$ cat config.mk
export PLATFORM = sky130hd
export DESIGN_NAME = snd_chan_ctrl
export DESIGN_NICKNAME = d
export VERILOG_FILES = /design/src/rtl/snd_pkg.sv /design/src/rtl/snd_cmd_decode.sv /design/src/rtl/snd_channel.sv /design/src/rtl/snd_chan_ctrl.sv
export SDC_FILE = /design/constraint.sdc
export NUM_CORES = 2
export LEC_CHECK = 0
export BUFFER_PORTS_ARGS = -buffer_cell sky130_fd_sc_hd__buf_2
export CAP_MARGIN = 20
export CORE_UTILIZATION = 43
export CTS_CLUSTER_DIAMETER = 200
export DETAILED_ROUTE_END_ITERATION = 10
export HOLD_SLACK_MARGIN = 0.15
export PLACE_DENSITY = 0.59
export RECOVER_POWER = 25
export SYNTH_ARGS = -nofsm -noshare
export SYNTH_HDL_FRONTEND = slang
export SYNTH_HIERARCHICAL = 1
export SYNTH_SLANG_ARGS = --single-unit
$ cat constraint.sdc
create_clock -name clk -period 15.5 [get_ports clk]
set_input_delay 4.65 -clock clk [delete_from_list [all_inputs] [get_ports clk]]
set_output_delay 4.65 -clock clk [all_outputs]
set_load 0.02 [all_outputs]
$ cat src/rtl/snd_pkg.sv
package snd_pkg;

    typedef enum logic [7:0] {
        CH_STOPPED = 8'h40,
        CH_PAUSED  = 8'h41,
        CH_PLAYING = 8'h42
    } ch_state_e;

    typedef enum logic [2:0] {
        OP_NONE,
        OP_PLAY,
        OP_PAUSE,
        OP_STOP,
        OP_PAUSE_ALL,
        OP_RESUME_ALL,
        OP_STOP_ALL
    } ctl_op_e;

    localparam logic [7:0] CMD_PLAY       = 8'h30;
    localparam logic [7:0] CMD_PAUSE      = 8'h31;
    localparam logic [7:0] CMD_STOP       = 8'h32;
    localparam logic [7:0] CMD_PAUSE_ALL  = 8'h33;
    localparam logic [7:0] CMD_RESUME_ALL = 8'h34;
    localparam logic [7:0] CMD_STOP_ALL   = 8'h35;

    localparam logic [7:0] REG_CMD   = 8'h00;
    localparam logic [7:0] REG_SEL   = 8'h03;
    localparam logic [7:0] REG_LEN   = 8'h04;
    localparam logic [7:0] REG_START = 8'h06;
    localparam logic [7:0] REG_STATE = 8'h08;
    localparam logic [7:0] REG_SND   = 8'h09;
    localparam logic [7:0] REG_LOOP  = 8'h0C;
    localparam logic [7:0] REG_POS   = 8'h0D;

endpackage

$ cat src/rtl/snd_cmd_decode.sv
module snd_cmd_decode
    import snd_pkg::*;
#(
    parameter int NCH   = 16,
    parameter int SEL_W = 4,
    parameter int DW    = 32
) (
    input  logic             clk,
    input  logic             rst_n,
    input  logic             cmd_wr_i,
    input  logic [DW-1:0]    cmd_val_i,
    input  logic [SEL_W-1:0] sel_i,
    output logic [NCH-1:0]   play_o,
    output logic [NCH-1:0]   pause_o,
    output logic [NCH-1:0]   stop_o,
    output logic [NCH-1:0]   resume_o
);

    ctl_op_e        op;
    logic [NCH-1:0] sel_oh;

    always_comb begin
        op = OP_NONE;
        if (cmd_wr_i && (cmd_val_i[DW-1:8] == '0)) begin
            unique case (cmd_val_i[7:0])
                CMD_PLAY:       op = OP_PLAY;
                CMD_PAUSE:      op = OP_PAUSE;
                CMD_STOP:       op = OP_STOP;
                CMD_PAUSE_ALL:  op = OP_PAUSE_ALL;
                CMD_RESUME_ALL: op = OP_RESUME_ALL;
                CMD_STOP_ALL:   op = OP_STOP_ALL;
                default:        op = OP_NONE;
            endcase
        end
    end

    always_comb begin
        sel_oh        = '0;
        sel_oh[sel_i] = 1'b1;
    end

    always_comb begin
        play_o   = '0;
        pause_o  = '0;
        stop_o   = '0;
        resume_o = '0;
        unique case (op)
            OP_PLAY:       play_o   = sel_oh;
            OP_PAUSE:      pause_o  = sel_oh;
            OP_STOP:       stop_o   = sel_oh;
            OP_PAUSE_ALL:  pause_o  = '1;
            OP_RESUME_ALL: resume_o = '1;
            OP_STOP_ALL:   stop_o   = '1;
            default:       ;
        endcase
    end

    AST_BAD_CMD_INERT: assert property (@(posedge clk) disable iff (!rst_n)
        (cmd_wr_i && ((cmd_val_i < DW'(CMD_PLAY)) || (cmd_val_i > DW'(CMD_STOP_ALL))))
        |-> (play_o == '0 && pause_o == '0 && stop_o == '0 && resume_o == '0));

    AST_PLAY_ONE_TARGET: assert property (@(posedge clk) disable iff (!rst_n)
        $onehot0(play_o));

    AST_STOP_ALL_WIDE: assert property (@(posedge clk) disable iff (!rst_n)
        (cmd_wr_i && cmd_val_i == DW'(CMD_STOP_ALL)) |-> (stop_o == '1));

endmodule

$ cat src/rtl/snd_channel.sv
module snd_channel
    import snd_pkg::*;
#(
    parameter int POS_W = 24,
    parameter int SND_W = 10
) (
    input  logic             clk,
    input  logic             rst_n,
    input  logic             tick_i,
    input  logic             act_play_i,
    input  logic             act_pause_i,
    input  logic             act_stop_i,
    input  logic             act_resume_i,
    input  logic             wr_len_i,
    input  logic             wr_start_i,
    input  logic             wr_loop_i,
    input  logic             wr_snd_i,
    input  logic [POS_W-1:0] wdata_pos_i,
    input  logic [SND_W-1:0] wdata_snd_i,
    input  logic             wdata_flag_i,
    output ch_state_e        state_o,
    output logic [POS_W-1:0] pos_o,
    output logic [POS_W-1:0] len_o,
    output logic [POS_W-1:0] start_o,
    output logic             loop_o,
    output logic [SND_W-1:0] snd_o
);

    ch_state_e        st_q, st_d;
    logic [POS_W-1:0] pos_q, pos_d;
    logic [POS_W-1:0] len_q, start_q;
    logic             loop_q;
    logic [SND_W-1:0] snd_q;
    logic             at_end;
    logic             any_act;

    always_ff @(posedge clk) begin
        if (!rst_n) begin
            len_q   <= '0;
            start_q <= '0;
            loop_q  <= 1'b0;
            snd_q   <= '0;
        end else begin
            if (wr_len_i)   len_q   <= wdata_pos_i;
            if (wr_start_i) start_q <= wdata_pos_i;
            if (wr_loop_i)  loop_q  <= wdata_flag_i;
            if (wr_snd_i)   snd_q   <= wdata_snd_i;
        end
    end

    assign at_end  = ({1'b0, pos_q} + {{POS_W{1'b0}}, 1'b1}) >= {1'b0, len_q};
    assign any_act = act_play_i | act_pause_i | act_stop_i | act_resume_i;

    always_comb begin
        st_d  = st_q;
        pos_d = pos_q;
        if (act_stop_i) begin
            st_d  = CH_STOPPED;
            pos_d = '0;
        end else if (act_play_i) begin
            unique case (st_q)
                CH_PAUSED: st_d = CH_PLAYING;
                CH_STOPPED, CH_PLAYING: begin
                    st_d  = CH_PLAYING;
                    pos_d = '0;
                end
                default: begin
                    st_d  = CH_STOPPED;
                    pos_d = '0;
                end
            endcase
        end else if (act_resume_i) begin
            if (st_q == CH_PAUSED) st_d = CH_PLAYING;
        end else if (act_pause_i) begin
            if (st_q == CH_PLAYING) st_d = CH_PAUSED;
        end else if (tick_i) begin
            unique case (st_q)
                CH_PLAYING: begin
                    if (!at_end) begin
                        pos_d = pos_q + POS_W'(1);
                    end else if (loop_q) begin
                        pos_d = start_q;
                    end else begin
                        st_d  = CH_STOPPED;
                        pos_d = '0;
                    end
                end
                CH_PAUSED, CH_STOPPED: ;
                default: ;
            endcase
        end
    end

    always_ff @(posedge clk) begin
        if (!rst_n) begin
            st_q  <= CH_STOPPED;
            pos_q <= '0;
        end else begin
            st_q  <= st_d;
            pos_q <= pos_d;
        end
    end

    always_comb begin
        state_o = st_q;
        pos_o   = pos_q;
        len_o   = len_q;
        start_o = start_q;
        loop_o  = loop_q;
        snd_o   = snd_q;
    end

    AST_STOPPED_AT_ZERO: assert property (@(posedge clk) disable iff (!rst_n)
        (st_q == CH_STOPPED) |-> (pos_q == '0));

    AST_PAUSE_FREEZE: assert property (@(posedge clk) disable iff (!rst_n)
        (st_q == CH_PAUSED && !act_play_i && !act_resume_i && !act_stop_i)
        |=> (st_q == CH_PAUSED && $stable(pos_q)));

    AST_TICK_STEP: assert property (@(posedge clk) disable iff (!rst_n)
        (st_q == CH_PLAYING && tick_i && !any_act && !at_end)
        |=> (st_q == CH_PLAYING && pos_q == POS_W'($past(pos_q) + 1'b1)));

    AST_LOOP_WRAP: assert property (@(posedge clk) disable iff (!rst_n)
        (st_q == CH_PLAYING && tick_i && !any_act && at_end && loop_q)
        |=> (st_q == CH_PLAYING && pos_q == $past(start_q)));

    AST_RETRIGGER_ZERO: assert property (@(posedge clk) disable iff (!rst_n)
        (st_q == CH_PLAYING && act_play_i && !act_stop_i)
        |=> (st_q == CH_PLAYING && pos_q == '0));

endmodule

$ cat src/rtl/snd_chan_ctrl.sv
module snd_chan_ctrl
    import snd_pkg::*;
#(
    parameter int NCH   = 16,
    parameter int POS_W = 24,
    parameter int SND_W = 10,
    parameter int AW    = 8,
    parameter int DW    = 32
) (
    input  logic          clk,
    input  logic          rst_n,
    input  logic          sample_tick,
    input  logic          io_wr,
    input  logic [AW-1:0] io_waddr,
    input  logic [DW-1:0] io_wdata,
    input  logic [AW-1:0] io_raddr,
    output logic [DW-1:0] io_rdata
);

    localparam int SEL_W = $clog2(NCH);

    logic [SEL_W-1:0] sel_q;
    logic             wr_cmd, wr_sel, wr_len, wr_start, wr_loop, wr_snd;
    logic [NCH-1:0]   act_play, act_pause, act_stop, act_resume;

    ch_state_e        st_a    [NCH];
    logic [POS_W-1:0] pos_a   [NCH];
    logic [POS_W-1:0] len_a   [NCH];
    logic [POS_W-1:0] start_a [NCH];
    logic             loop_a  [NCH];
    logic [SND_W-1:0] snd_a   [NCH];

    assign wr_cmd   = io_wr && (io_waddr == AW'(REG_CMD));
    assign wr_sel   = io_wr && (io_waddr == AW'(REG_SEL));
    assign wr_len   = io_wr && (io_waddr == AW'(REG_LEN));
    assign wr_start = io_wr && (io_waddr == AW'(REG_START));
    assign wr_loop  = io_wr && (io_waddr == AW'(REG_LOOP));
    assign wr_snd   = io_wr && (io_waddr == AW'(REG_SND));

    always_ff @(posedge clk) begin
        if (!rst_n) begin
            sel_q <= '0;
        end else if (wr_sel && (io_wdata < DW'(NCH))) begin
            sel_q <= io_wdata[SEL_W-1:0];
        end
    end

    snd_cmd_decode #(
        .NCH   (NCH),
        .SEL_W (SEL_W),
        .DW    (DW)
    ) u_decode (
        .clk       (clk),
        .rst_n     (rst_n),
        .cmd_wr_i  (wr_cmd),
        .cmd_val_i (io_wdata),
        .sel_i     (sel_q),
        .play_o    (act_play),
        .pause_o   (act_pause),
        .stop_o    (act_stop),
        .resume_o  (act_resume)
    );

    for (genvar g = 0; g < NCH; g++) begin : g_ch
        logic hit;
        assign hit = (sel_q == SEL_W'(g));

        snd_channel #(
            .POS_W (POS_W),
            .SND_W (SND_W)
        ) u_ch (
            .clk          (clk),
            .rst_n        (rst_n),
            .tick_i       (sample_tick),
            .act_play_i   (act_play[g]),
            .act_pause_i  (act_pause[g]),
            .act_stop_i   (act_stop[g]),
            .act_resume_i (act_resume[g]),
            .wr_len_i     (wr_len && hit),
            .wr_start_i   (wr_start && hit),
            .wr_loop_i    (wr_loop && hit),
            .wr_snd_i     (wr_snd && hit),
            .wdata_pos_i  (io_wdata[POS_W-1:0]),
            .wdata_snd_i  (io_wdata[SND_W-1:0]),
            .wdata_flag_i (io_wdata[0]),
            .state_o      (st_a[g]),
            .pos_o        (pos_a[g]),
            .len_o        (len_a[g]),
            .start_o      (start_a[g]),
            .loop_o       (loop_a[g]),
            .snd_o        (snd_a[g])
        );
    end

    always_comb begin
        io_rdata = '0;
        unique case (io_raddr)
            AW'(REG_SEL):   io_rdata = DW'(sel_q);
            AW'(REG_LEN):   io_rdata = DW'(len_a[sel_q]);
            AW'(REG_START): io_rdata = DW'(start_a[sel_q]);
            AW'(REG_STATE): io_rdata = DW'(st_a[sel_q]);
            AW'(REG_SND):   io_rdata = DW'(snd_a[sel_q]);
            AW'(REG_LOOP):  io_rdata = DW'(loop_a[sel_q]);
            AW'(REG_POS):   io_rdata = DW'(pos_a[sel_q]);
            default:        io_rdata = '0;
        endcase
    end

    AST_SEL_KEEP: assert property (@(posedge clk) disable iff (!rst_n)
        (wr_sel && (io_wdata >= DW'(NCH))) |=> $stable(sel_q));

    AST_SEL_TAKE: assert property (@(posedge clk) disable iff (!rst_n)
        (wr_sel && (io_wdata < DW'(NCH))) |=> (sel_q == $past(io_wdata[SEL_W-1:0])));

endmodule

==> metrics <==
Final Cycle Share=0.7864; Seq/Total Area, Yosys=0.3093; clock slew seen by the registers of the worst setup and hold paths=around 0.060 ns; clock sinks=around 1400; Cells after Synth=between 9000 and 10000; Leak=approximately 31 nW; Buffers on Ports=between 70 and 80; fin cells=12022; Max clock buf depth=3; relative slew slack=-0.9856; Hold Path End=g_ch[3].u_ch/pos_o[12]; upper clock frequency limit=roughly 0.082 GHz; Setup-failing EPs final=0; CP endpoint kind=output port; critical path type=in -> out; Post-synth top cells=dfxtp_1 (1364), mux2i_1 (1106), nor2b_1 (1001); die area=roughly 210000 um2; design area=96180 um2; Post-Route Setup TNS=0 ns; PostCTS Resize Cnt=0; core area=203100 um2; Mapped Area=88270 um2; syn_area_per_cell=approximately 9.4 um2; Tot GR Track Use=0.3716; R2R Setup Slk=roughly 9.9 ns; die width=~460 um; hold_sp=g_ch[3].u_ch/start_o[12]; Worst Max-Slew Pin Slew=2.978 ns; initial core utilization=0.4345; GP Congestion=approximately 1; Worst Skew=~0.039 ns; # nets final=roughly 9700; initial antenna violation count=42; Final HPWL DP=roughly 300 mm; Hold WC Path Type=reg -> reg; asr flop ratio synth=0; FF-to-FF End=g_ch[1].u_ch/pos_o[3]; post-synth top area share=0.3093; r2r startpoint=g_ch[1].u_ch/pos_o[0]; GRT overflow=0; Num CTS Buffers=about 170; Via density=around 6.3; first-pass GRT wire length=547.8 mm; pin count of the biggest net entering global routing=about 150; Hold Worst Slack=between 0.4 and 0.5 ns; crit path max fanout=17; VDD IR max=roughly 0.12 mV; Starting DRT DRC Count=slightly below 10000; Place WS=approximately 3.3 ns; io pins=84; wire length per cell=roughly 33 um; Worst Path Arrival=7.54 ns; worst setup margin=approximately 3.3 ns; Area after DPL=90650 um2; num rows=165; post-CTS setup buffers=0; CP required=between 10 and 15 ns; Syn. warnings=6; insertion delay to the later sink of the worst-skew pair=approximately 0.85 ns; most common cell in the netlist=dfxtp_1; Die H=455.1 um; status=complete, but fails checks; via count of the routed design=roughly 76000; max-slew violations=approximately 710; RSZ-0062 raised after global routing=false; CTS Root Buffer Type=clkbuf_16; CP startpoint kind=input port; vias in the first global route=~70000; largest cells by area after synthesis=dfxtp_1 (31%), mux2i_1 (13%), mux4_2 (9.4%); total wire length=about 400 mm; reg2reg path depth=15; Netlist cell types=95; htree depth=4; placed insts=between 10000 and 15000; Area Overhead vs Synth=8.958%; power per cell area=81.93 nW/um2; max cap viols=31; CTS hold repair buffers=0; area leader, netlist=dfxtp_1; DRT Pass-1 Iters=8; Seq cells post-synth=between 1000 and 1500; ys flop type=dfxtp_1; WHS Path Cells=2; violated checks=capacitance limit, slew limit; fraction of final layout cells with drive strength greater than 1=0.1258; DR DRC count=0; min cycle time layout=around 12 ns; CTS tree=yes; post-route ant nets=0; Final Hold Vio Count=0; number of enable flip-flop cells after synthesis=0
==> worst max-delay path by stage <==
stage / slack [ns] / depth (start not counted) / startpoint / endpoint
after floorplan: 4.43 / 8 / io_raddr[4] / io_rdata[13]
after global placement: 3.40 / 6 / io_raddr[0] / io_rdata[1]
after detailed placement: 3.35 / 6 / io_raddr[0] / io_rdata[1]
after CTS: 3.35 / 6 / io_raddr[0] / io_rdata[1]
after global routing: 3.28 / 7 / io_raddr[0] / io_rdata[6]
final: 3.31 / 7 / io_raddr[0] / io_rdata[6]
==> registers in the layout, indices dropped and copies added (netlist names) <==
name	count
g_ch.u_ch/len_o	384
g_ch.u_ch/loop_o	16
g_ch.u_ch/pos_o	384
g_ch.u_ch/snd_o	160
g_ch.u_ch/start_o	384
g_ch.u_ch/state_o	32
sel_q	4
==> worst max-delay path, cell delays in order <==
cell      delay, ns
buf_2          0.12
nor4_4         0.44
buf_4          0.32
nand3_1        0.73
nand2b_1       0.43
nand3_1        0.54
buf_2          0.29
==> power by group <==
group	switching (mW)	internal [mW]	leakage, nW	total (mW)
clock network	1.72	2.39	2.77	4.11
registers	0.000210	3.50	11.0	3.51
logic	0.194	0.0705	17.5	0.264
total	1.91	5.97	31.2	7.88
==> cells by family (layout without fill, tap and decap cells) <==
| kind of cell | count (synthesis) | in the layout | synth area share |
|---|---|---|---|
| flops | 1364 | 1364 | 0.3093 |
| buf+inv | 1197 | 1072 | 0.06296 |
| xor+xnor | 348 | 348 | 0.03453 |
| other cells | 33 | 122 | 0.001403 |
| fa+ha+maj | 400 | 400 | 0.05670 |
| compound gates | 1136 | 1136 | 0.08896 |
| mux | 1502 | 1502 | 0.2235 |
| simple gates | 3406 | 3406 | 0.2226 |
==> cell usage in the layout (no fill, tap or decap), types with 30 or more instances in the layout <==
cell	instances
nor4_2	32
inv_1	475
nor3_1	88
nand3b_1	86
ha_1	400
a211oi_1	51
nand2_1	571
or2_2	50
o21ai_0	195
buf_4	185
nand3_1	527
nor2_1	241
buf_2	69
nand2b_1	120
and3_1	104
conb_1	104
a22o_1	30
nand4_1	215
xor2_1	117
xnor2_1	231
mux2i_1	1106
mux4_2	369
o22ai_1	66
nand4b_1	59
and2_1	44
clkbuf_16	168
a31oi_1	58
nor2b_1	1000
a21oi_1	267
clkbuf_8	36
o211ai_1	144
dfxtp_1	1358
and4_1	57
clkbuf_1	68
==> per-stage QoR <==
step | util | total power [mW]
4_1_cts | 0.4740 | 7.913
5_1_grt | 0.4733 | 8.054
6_report | 0.4735 | 7.880
3_3_place_gp | 0.4459 | 3.835
2_1_floorplan | - | 3.702
3_5_place_dp | 0.4462 | 3.837
==> metal layers <==
layer / share of wire / vias to the layer above / global-route usage
li1: - / 33298 / -
met3: 0.092 / 735 / 0.07259
met5: 0.00019 / - / 0
met1: 0.43 / 38039 / 0.5199
met4: 0.061 / 12 / 0.1982
met2: 0.42 / 4020 / 0.5369
==> final cells by class <==
cell class | instances | area (um2)
well taps | 2672 | 3343
inverters | 475 | 1783
fillers | 19311 | 107000
multi-input cells | 6896 | 56010
repair buffers | 297 | 2029
clock inverters | 62 | 817.0
flip-flops and latches | 1364 | 27320
diodes | 18 | 45.04
clock buffers | 238 | 4827
Power figures use the tool's default switching activity.
